<file path="src/rtl/fmul_pkg.sv">
package fmul_pkg;

    localparam int EXP_W    = 8;
    localparam int FRAC_W   = 23;
    localparam int SIG_W    = FRAC_W + 1;
    localparam int PROD_W   = 2 * SIG_W;
    localparam int WORD_W   = 1 + EXP_W + FRAC_W;
    localparam int EXPS_W   = EXP_W + 2;
    localparam int BIAS     = (1 << (EXP_W - 1)) - 1;
    localparam int EXP_ONES = (1 << EXP_W) - 1;
    localparam int HEAD_W   = FRAC_W + 2;

    localparam logic [WORD_W-1:0] QNAN_WORD =
        {1'b0, {EXP_W{1'b1}}, 1'b1, {(FRAC_W-1){1'b0}}};

    // One slot of the multiply pipeline
    typedef struct packed {
        logic                     valid;
        logic                     sign;
        logic                     nan;
        logic                     inf;
        logic                     zero;
        logic signed [EXPS_W-1:0] exp;
        logic [SIG_W-1:0]         siga;
        logic [SIG_W-1:0]         sigb;
        logic [PROD_W-1:0]        acc_s;
        logic [PROD_W-1:0]        acc_c;
    } pipe_t;

endpackage

</file>
<file path="src/rtl/fmul_prep.sv">
module fmul_prep
    import fmul_pkg::*;
(
    input  logic              valid_i,
    input  logic [WORD_W-1:0] a_i,
    input  logic [WORD_W-1:0] b_i,
    output pipe_t             stage_o
);

    logic [EXP_W-1:0]  ea, eb;
    logic [FRAC_W-1:0] fa, fb;
    logic              a_flush, b_flush;
    logic              a_top, b_top;
    logic              a_nan, b_nan;

    always_comb begin
        ea      = a_i[WORD_W-2 -: EXP_W];
        eb      = b_i[WORD_W-2 -: EXP_W];
        fa      = a_i[FRAC_W-1:0];
        fb      = b_i[FRAC_W-1:0];
        // exponent field zero covers both true zero and subnormal (flushed)
        a_flush = (ea == '0);
        b_flush = (eb == '0);
        a_top   = (ea == EXP_W'(EXP_ONES));
        b_top   = (eb == EXP_W'(EXP_ONES));
        a_nan   = a_top && (fa != '0);
        b_nan   = b_top && (fb != '0);

        stage_o.valid = valid_i;
        stage_o.sign  = a_i[WORD_W-1] ^ b_i[WORD_W-1];
        stage_o.nan   = a_nan || b_nan || (a_top && b_flush) || (b_top && a_flush);
        stage_o.inf   = a_top || b_top;
        stage_o.zero  = a_flush || b_flush;
        stage_o.exp   = {2'b00, ea} + {2'b00, eb} - EXPS_W'(BIAS);
        stage_o.siga  = {!a_flush, fa};
        stage_o.sigb  = {!b_flush, fb};
        stage_o.acc_s = '0;
        stage_o.acc_c = '0;
    end

endmodule

</file>
<file path="src/rtl/fmul_csa_rows.sv">
module fmul_csa_rows
    import fmul_pkg::*;
#(
    parameter int ROW_BASE = 0,
    parameter int ROWS     = 6
) (
    input  pipe_t stage_i,
    output pipe_t stage_o
);

    logic [PROD_W-1:0] sum_v, car_v, part_v, nsum_v, ncar_v;

    // Each row ANDs siga with one multiplier bit, then a row of full adders
    // folds it into the saved pair; carries move one column up per row.
    always_comb begin
        sum_v  = stage_i.acc_s;
        car_v  = stage_i.acc_c;
        part_v = '0;
        nsum_v = '0;
        ncar_v = '0;
        for (int r = 0; r < ROWS; r++) begin
            if (ROW_BASE + r < SIG_W) begin
                part_v = (PROD_W'(stage_i.siga) & {PROD_W{stage_i.sigb[ROW_BASE + r]}})
                         << (ROW_BASE + r);
                nsum_v = sum_v ^ car_v ^ part_v;
                ncar_v = ((sum_v & car_v) | (sum_v & part_v) | (car_v & part_v)) << 1;
                sum_v  = nsum_v;
                car_v  = ncar_v;
            end
        end
        stage_o       = stage_i;
        stage_o.acc_s = sum_v;
        stage_o.acc_c = car_v;
    end

endmodule

</file>
<file path="src/rtl/fmul_pack.sv">
module fmul_pack
    import fmul_pkg::*;
(
    input  logic                     sign_i,
    input  logic                     nan_i,
    input  logic                     inf_i,
    input  logic                     zero_i,
    input  logic signed [EXPS_W-1:0] exp_i,
    input  logic [HEAD_W-1:0]        head_i,
    output logic [WORD_W-1:0]        word_o
);

    localparam logic signed [EXPS_W-1:0] E_MAX = EXPS_W'(EXP_ONES - 1);
    localparam logic signed [EXPS_W-1:0] E_MIN = EXPS_W'(1);

    logic                     hi;
    logic signed [EXPS_W-1:0] exp_adj;
    logic [FRAC_W-1:0]        frac;

    always_comb begin
        hi      = head_i[HEAD_W-1];
        exp_adj = exp_i + $signed({{(EXPS_W-1){1'b0}}, hi});
        frac    = hi ? head_i[HEAD_W-2:1] : head_i[FRAC_W-1:0];
        if (nan_i)
            word_o = QNAN_WORD;
        else if (inf_i || exp_adj > E_MAX)
            word_o = {sign_i, {EXP_W{1'b1}}, {FRAC_W{1'b0}}};
        else if (zero_i || exp_adj < E_MIN)
            word_o = {sign_i, {(WORD_W-1){1'b0}}};
        else
            word_o = {sign_i, exp_adj[EXP_W-1:0], frac};
    end

endmodule

</file>
<file path="src/rtl/fmul_top.sv">
module fmul_top
    import fmul_pkg::*;
#(
    parameter int ROWS_PER_STAGE = 6
) (
    input  logic              clk,
    input  logic              rst_n,
    input  logic              in_valid,
    input  logic [WORD_W-1:0] in_a,
    input  logic [WORD_W-1:0] in_b,
    output logic              out_valid,
    output logic [WORD_W-1:0] out_prod
);

    localparam int N_ARRAY = (SIG_W + ROWS_PER_STAGE - 1) / ROWS_PER_STAGE;
    localparam int NSTAGE  = N_ARRAY + 2;
    localparam int LAST    = NSTAGE - 1;
    localparam int LAT     = NSTAGE + 1;
    localparam int CNT_W   = $clog2(LAT + 2) + 1;

    typedef struct packed {
        pipe_t [NSTAGE-1:0] st;
        logic               ov;
        logic [WORD_W-1:0]  prod;
    } regs_t;

    regs_t             r_d, r_q;
    pipe_t             prep_o;
    pipe_t             csa_o [N_ARRAY];
    logic [WORD_W-1:0] pack_o;

    fmul_prep u_prep (
        .valid_i (in_valid),
        .a_i     (in_a),
        .b_i     (in_b),
        .stage_o (prep_o)
    );

    for (genvar k = 0; k < N_ARRAY; k++) begin : g_rows
        fmul_csa_rows #(
            .ROW_BASE (k * ROWS_PER_STAGE),
            .ROWS     (ROWS_PER_STAGE)
        ) u_rows (
            .stage_i (r_q.st[k]),
            .stage_o (csa_o[k])
        );
    end

    fmul_pack u_pack (
        .sign_i (r_q.st[LAST].sign),
        .nan_i  (r_q.st[LAST].nan),
        .inf_i  (r_q.st[LAST].inf),
        .zero_i (r_q.st[LAST].zero),
        .exp_i  (r_q.st[LAST].exp),
        .head_i (r_q.st[LAST].acc_s[PROD_W-1 -: HEAD_W]),
        .word_o (pack_o)
    );

    always_comb begin
        r_d       = r_q;
        r_d.st[0] = prep_o;
        for (int k = 0; k < N_ARRAY; k++) begin
            r_d.st[k+1] = csa_o[k];
        end
        r_d.st[LAST]       = r_q.st[LAST-1];
        r_d.st[LAST].acc_s = r_q.st[LAST-1].acc_s + r_q.st[LAST-1].acc_c;
        r_d.st[LAST].acc_c = '0;
        r_d.ov             = r_q.st[LAST].valid;
        r_d.prod           = pack_o;
    end

    always_ff @(posedge clk or negedge rst_n) begin
        if (!rst_n) r_q <= '0;
        else        r_q <= r_d;
    end

    assign out_valid = r_q.ov;
    assign out_prod  = r_q.prod;

    // ---------------- assertions ----------------
    logic [CNT_W-1:0] inflight_q;

    always_ff @(posedge clk or negedge rst_n) begin
        if (!rst_n) inflight_q <= '0;
        else        inflight_q <= inflight_q + CNT_W'(in_valid) - CNT_W'(out_valid);
    end

    // a result never appears without an accepted pair, and no more than LAT are open
    assert_no_orphan_R11: assert property (@(posedge clk) disable iff (!rst_n)
        out_valid |-> inflight_q != '0);
    assert_depth_bound_R11: assert property (@(posedge clk) disable iff (!rst_n)
        inflight_q <= CNT_W'(LAT));

    // resolved array output matches an exact multiply
    assert_exact_product_R13: assert property (@(posedge clk) disable iff (!rst_n)
        r_q.st[LAST].valid |->
            (r_q.st[LAST].acc_s + r_q.st[LAST].acc_c) ==
            (PROD_W'(r_q.st[LAST].siga) * PROD_W'(r_q.st[LAST].sigb)));

    // any NaN leaving the block is the single quiet pattern
    assert_quiet_nan_R5: assert property (@(posedge clk) disable iff (!rst_n)
        (out_valid && out_prod[WORD_W-2 -: EXP_W] == EXP_W'(EXP_ONES)
                   && out_prod[FRAC_W-1:0] != '0) |-> out_prod == QNAN_WORD);

    // no subnormal pattern is ever produced
    assert_no_subnormal_R10: assert property (@(posedge clk) disable iff (!rst_n)
        out_valid |-> (out_prod[WORD_W-2 -: EXP_W] != '0) || (out_prod[FRAC_W-1:0] == '0));

    // non-NaN output carries the sign formed at the front of the pipe
    assert_sign_carry_R1: assert property (@(posedge clk) disable iff (!rst_n)
        (out_valid && out_prod != QNAN_WORD) |-> out_prod[WORD_W-1] == $past(r_q.st[LAST].sign));

endmodule

</file>
<file path="config.mk">
export PLATFORM = sky130hd
export DESIGN_NAME = fmul_top
export DESIGN_NICKNAME = d
export VERILOG_FILES = /design/src/rtl/fmul_pkg.sv /design/src/rtl/fmul_prep.sv /design/src/rtl/fmul_csa_rows.sv /design/src/rtl/fmul_pack.sv /design/src/rtl/fmul_top.sv
export SDC_FILE = /design/constraint.sdc
export NUM_CORES = 2
export LEC_CHECK = 0
export ABC_CLOCK_PERIOD_IN_PS = 5400
export BUFFER_PORTS_ARGS = -buffer_cell sky130_fd_sc_hd__buf_2
export CORE_MARGIN = 1.5
export CORE_UTILIZATION = 39
export DETAILED_ROUTE_END_ITERATION = 12
export SLEW_MARGIN = 0
export SYNTH_ARGS = -nofsm -noshare
export SYNTH_HDL_FRONTEND = slang
export SYNTH_SLANG_ARGS = --single-unit
</file>
<file path="constraint.sdc">
create_clock -name clk -period 5.4 [get_ports clk]
set_input_delay 0.27 -clock clk [delete_from_list [all_inputs] [get_ports clk]]
set_output_delay 0.27 -clock clk [all_outputs]
set_load 0.005 [all_outputs]
</file>
==> After elaboration in Yosys (flattened, before gate mapping) <==
Cells that the tools add are included.
{ "word_totals": {"regBits": 743, "inputBits": 67, "out_inout_bits": 33, "wordCells": 265} }
{ "classes": {"add_sub_neg": 4, "magnitude_cmp": 2, "eq_ne": 2, "mux": 4, "n_bitwise": 181, "n_reduce_logical": 17} }
{ "ops": {"columns": ["cell", "count"], "rows": [
  ["47-bit AND", 67],
  ["48-bit bitwise XOR", 45],
  ["47-bit bitwise OR", 44],
  ["31-bit 2-to-1 mux", 2],
  ["48-bit adder", 1],
  ["24-bit by 48-bit AND with 48-bit output", 1],
  ["24-bit by 47-bit AND with 47-bit output", 1],
  ["24-bit by 46-bit AND with 46-bit output", 1],
  ["23-bit nonzero test", 2],
  ["24-bit by 45-bit AND with 45-bit output", 1],
  ["24-bit by 44-bit AND with 44-bit output", 1],
  ["24-bit by 43-bit AND with 43-bit output", 1],
  ["24-bit by 42-bit AND with 42-bit output", 1],
  ["24-bit by 41-bit AND with 41-bit output", 1],
  ["24-bit by 40-bit AND with 40-bit output", 1],
  ["24-bit by 39-bit AND with 39-bit output", 1],
  ["24-bit by 38-bit AND with 38-bit output", 1],
  ["24-bit by 37-bit AND with 37-bit output", 1],
  ["24-bit by 36-bit AND with 36-bit output", 1],
  ["24-bit by 35-bit AND with 35-bit output", 1],
  ["24-bit by 34-bit AND with 34-bit output", 1],
  ["24-bit by 33-bit AND with 33-bit output", 1],
  ["24-bit by 32-bit AND with 32-bit output", 1],
  ["32-bit 2-to-1 mux", 1],
  ["19 further kinds", 31]
]} }

==> Logic depth before layout (Yosys ltp) <==
{ "depth": {"ltp_word": 19, "ltp_mapped": 13, "mapped_depth_nobuf": 12} }

==> By module <==
A second synthesis with hierarchy kept.
{ "hier_totals": {"hier_cells": 3857, "area_unflattened_um2": 50131.8} }
{ "by_module_without_submodules": {"columns": ["module", "instances", "cells_each", "area_each_um2", "seq_area_each_um2"], "rows": [
  ["fmul_csa_rows", 4, 597, 6159.7, 0.0],
  ["fmul_top", 1, 1099, 22604.2, 20519.7],
  ["fmul_prep", 1, 230, 1712.9, 0.0],
  ["fmul_pack", 1, 140, 1176.1, 0.0]
]} }

==> Worst setup path before layout <==
Ideal clock, no wire load.
{ "synth_path": {"path_kind": "register -> register", "startpoint": "register r_q[294] (netlist name)", "endpoint": "register r_q[363] (netlist name)", "setup_ps": 131, "t_arrival_ps": 3625, "t_required_ps": 5269, "path_slack_ps": 1644, "path_stages_with_launch": 14, "n_path_buf": 1, "period_less_slack_ps": 3756, "cell_sequence": "dfrtp_1 > clkbuf_1 > and2_1 > fa_1 > inv_1 > fa_1 > fa_1 > fa_1 > nand2b_1 > a21oi_1 > a2bb2oi_1 > o31ai_1 > a22o_1 > maj3_1"} }
{ "synth_rtl": {"columns": ["element", "line_no", "source"], "rows": [
  ["start: declaration", "fmul_top.sv:27", "regs_t r_d, r_q;"],
  ["start signal: assignment", "fmul_top.sv:74", "else r_q <= r_d;"]
]} }

==> impl_metrics.py <==
metrics = {
    "drt": {
        "via_per_inst": 4.47,
        "drc_errors": 0,
        "wire_per_inst_um": 13.1,
        "first_iter_violations": 590,
        "drtPass1Iterations": 4,
        "vias": 15900,
        "antenna_left": 0,
        "routed_wl_um": 46500,
    },
    "setup_path": {
        "cp-start-kind": "flip-flop",
        "crit_required_ns": 5.89,
        "crit_fanout": 24,
        "crit_type": "reg2reg",
        "endpoint_kind": "flip-flop",
        "crit_arrival_ns": 4.50,
    },
    "global_route": {
        "grt_pass1_wl_um": 85200,
        "grt_use_total": 0.130,
        "grt_max_degree": 172,
        "antenna_found_initial": 1,
        "grt_pass1_vias": 17800,
        "overflow": 0,
    },
    "clock_network": {
        "postCtsSetupRepairBufs": 0,
        "clock_latency_ns": 0.61,
        "cts_tree": "done",
        "clkSlewWorstSetupHoldPaths_ns": 0.06,
        "cts_hold_buffers": 53,
        "max-clock-path-buffers": 3,
        "htreeDepth": 2,
        "clock_sinks": 489,
        "cts-root-buf": "clkbuf_16",
        "cts_made_buffers": 52,
        "cts.repair.resized": 0,
    },
    "placed_design": {
        "gp_congestion": 0.799,
        "portBuffers": 99,
        "postPlaceCellArea_um2": 30900,
        "hpwl_um": 37100,
    },
    "floorplanning": {
        "dieArea_um2": 77700,
        "core_region_area_um2": 74800,
        "rows": 100,
        "initial_utilization": 0.396,
        "die_w_um": 279,
        "io_pins": 100,
        "die_y_um": 279,
    },
    "yosys": {
        "avgSynthCellArea_um2": 12.2,
        "yosysWarnings": 0,
        "synthFlopType": "dfrtp_1",
        "synth.distinct_cells": 68,
        "ys_async_sr_fraction": 1.00,
        "synth_edf_count": 0,
        "synth_cells": 2433,
        "synth_seq_area_share": 0.413,
        "ys_ff_latch": 489,
        "synth_nets": 3043,
        "synth_area_um2": 29700,
    },
    "sta": {
        "min_period_ns": 4.01,
        "drv_slew": 0,
        "worst_pin_slew_ns": 0.882,
        "rsz0062_at_grt": "no",
        "setup_tns_ns": 0,
        "period_share": 0.742,
        "fin_skew_ns": 0.0309,
        "slew_headroom": 0.412,
        "finalSetupViolCount": 0,
        "fmax_mhz": 250,
        "hold_viol_final": 0,
    },
    "finish": {
        "final_util": 0.443,
        "drive_above_1_share": 0.0798,
        "stdcell_area_um2": 33100,
        "nets": 3152,
        "antenna_cells": 0,
        "synthToLayoutAreaGrowth_pct": 11.8,
    },
    "run": {
        "maxCapViolCount": 0,
    },
    "worst_hold_path": {
        "hold_class": "in2reg",
    },
    "power": {
        "powerDensity_nw_per_um2": 635,
        "peakVddDrop_v": 0.000303,
        "power_leakage_nw": 15.2,
    },
    "outcome": {
        "status": "complete, no violations",
    },
}
-- synthesized netlist by cell type, drive strengths merged (5+ instances only) --
library cell	count	share of area
o21a	8	0.0020
nor4	15	0.0032
nand3	23	0.0045
buf	37	0.0097
nor2b	12	0.0025
inv	371	0.047
clkbuf	65	0.0082
and2	214	0.045
a211oi	5	0.0013
nor2	49	0.0065
nand2b	7	0.0015
dfrtp	489	0.41
ha	56	0.024
nand2	370	0.047
mux2i	23	0.0078
xnor2	17	0.0050
a21oi	27	0.0046
nor3	11	0.0020
o211ai	5	0.0013
nand4	10	0.0026
fa	487	0.33
xor2	15	0.0044
a21o	17	0.0043
o21ai	34	0.0057
-- final timing paths --
kind / from / to / slack [ns] / cells after the start
max in group asynchronous: rst_n / r_q[742] / 3.75 / 3
worst min-delay path: in_b[23] / r_q[177] / 0.06 / 3
min in group asynchronous: rst_n / r_q[191] / 0.27 / 2
worst max-delay path: r_q[294] / r_q[363] / 1.39 / 12
worst max register to register: r_q[294] / r_q[363] / 1.39 / 12
worst min register to register: r_d[973] / r_q[973] / 0.34 / 0
-- stage by stage --
stage          hold slack [ns]  power [mW]  worst slack [ns]  std cells
2_1_floorplan          -0.0256        14.9              1.64       2433
3_3_place_gp             0.324        17.5              1.31       3404
3_5_place_dp             0.335        17.9              1.32       3404
4_1_cts                 0.0254        21.5              1.38       3550
5_1_grt                 0.0523        23.9              1.13       3550
6_report                0.0624        21.0              1.39       3550
-- layer usage --
metal  GRT usage  routed length, um  vias to the layer above
met4      0.0327               1010                        0
met5           0                  0                        -
met3      0.0213               1380                       72
met2       0.214              21600                      168
met1       0.179              22500                     8107
li1            -                  -                     7517
-- placed cells by master, fill, tap and decap left out, types with 4 or more instances in the layout --
master,n
dfrtp_1,489
fa_1,487
inv_1,371
nand2_1,370
and2_1,213
buf_2,98
ha_1,56
clkbuf_16,54
dlygate4sd3_1,53
nor2_1,45
o21ai_0,34
a21oi_1,27
mux2i_1,23
nand3_1,21
a21o_1,17
xnor2_1,17
nor4_1,15
xor2_1,15
nor2b_1,12
nor3_1,10
clkbuf_1,10
nand4_1,9
clkbuf_8,9
o21a_1,8
nand2b_1,7
clkinv_4,6
a211oi_1,5
o211ai_1,5
clkinv_2,5
o2111ai_1,4
a211o_1,4
nor2_2,4
or2_2,4
a31oi_1,4
and3_1,4
-- registers in the layout, summed over array words and instances (netlist names) --
signal,count
out_prod,32
r_q,440
out_valid,1
r_d,16
-- cell type report --
cell class                 instances  area, um^2
fill                            6909       41700
clock buffer                      73        1510
multi-input combinational       1471       15500
inverter                         371        1390
tap                              969        1210
sequential                       489       12200
timing repair buffer             157        1100
clock inverter                    20         203
-- logic make-up after synthesis --
family	synth area share
AO/OA/AOI/OAI	0.0319
XOR/XNOR	0.00945
adder cells (fa/ha/maj)	0.353
buffers and inverters	0.0649
flip-flops	0.413
multiplexers	0.00814
AND/OR/NAND/NOR	0.120
-- report_power, final --
part | internal [mW] | switching [mW] | leakage (nW)
Sequential | 4.98 | 0.554 | 5.85
Combinational | 5.50 | 6.50 | 8.55
Clock | 2.06 | 1.44 | 0.835
Total | 12.5 | 8.49 | 15.2
-- worst max-delay path: stages (launching register included) --
cell       delay (ns)
dfrtp_1          0.57
and2_1           0.25
fa_1             0.48
inv_1            0.05
fa_1             0.49
fa_1             0.43
fa_1             0.54
nand2b_1         0.07
a21oi_1          0.18
a2bb2oi_1        0.18
o31ai_1          0.10
a22o_1           0.24
maj3_1           0.32
(Power assumes the default switching activity.)
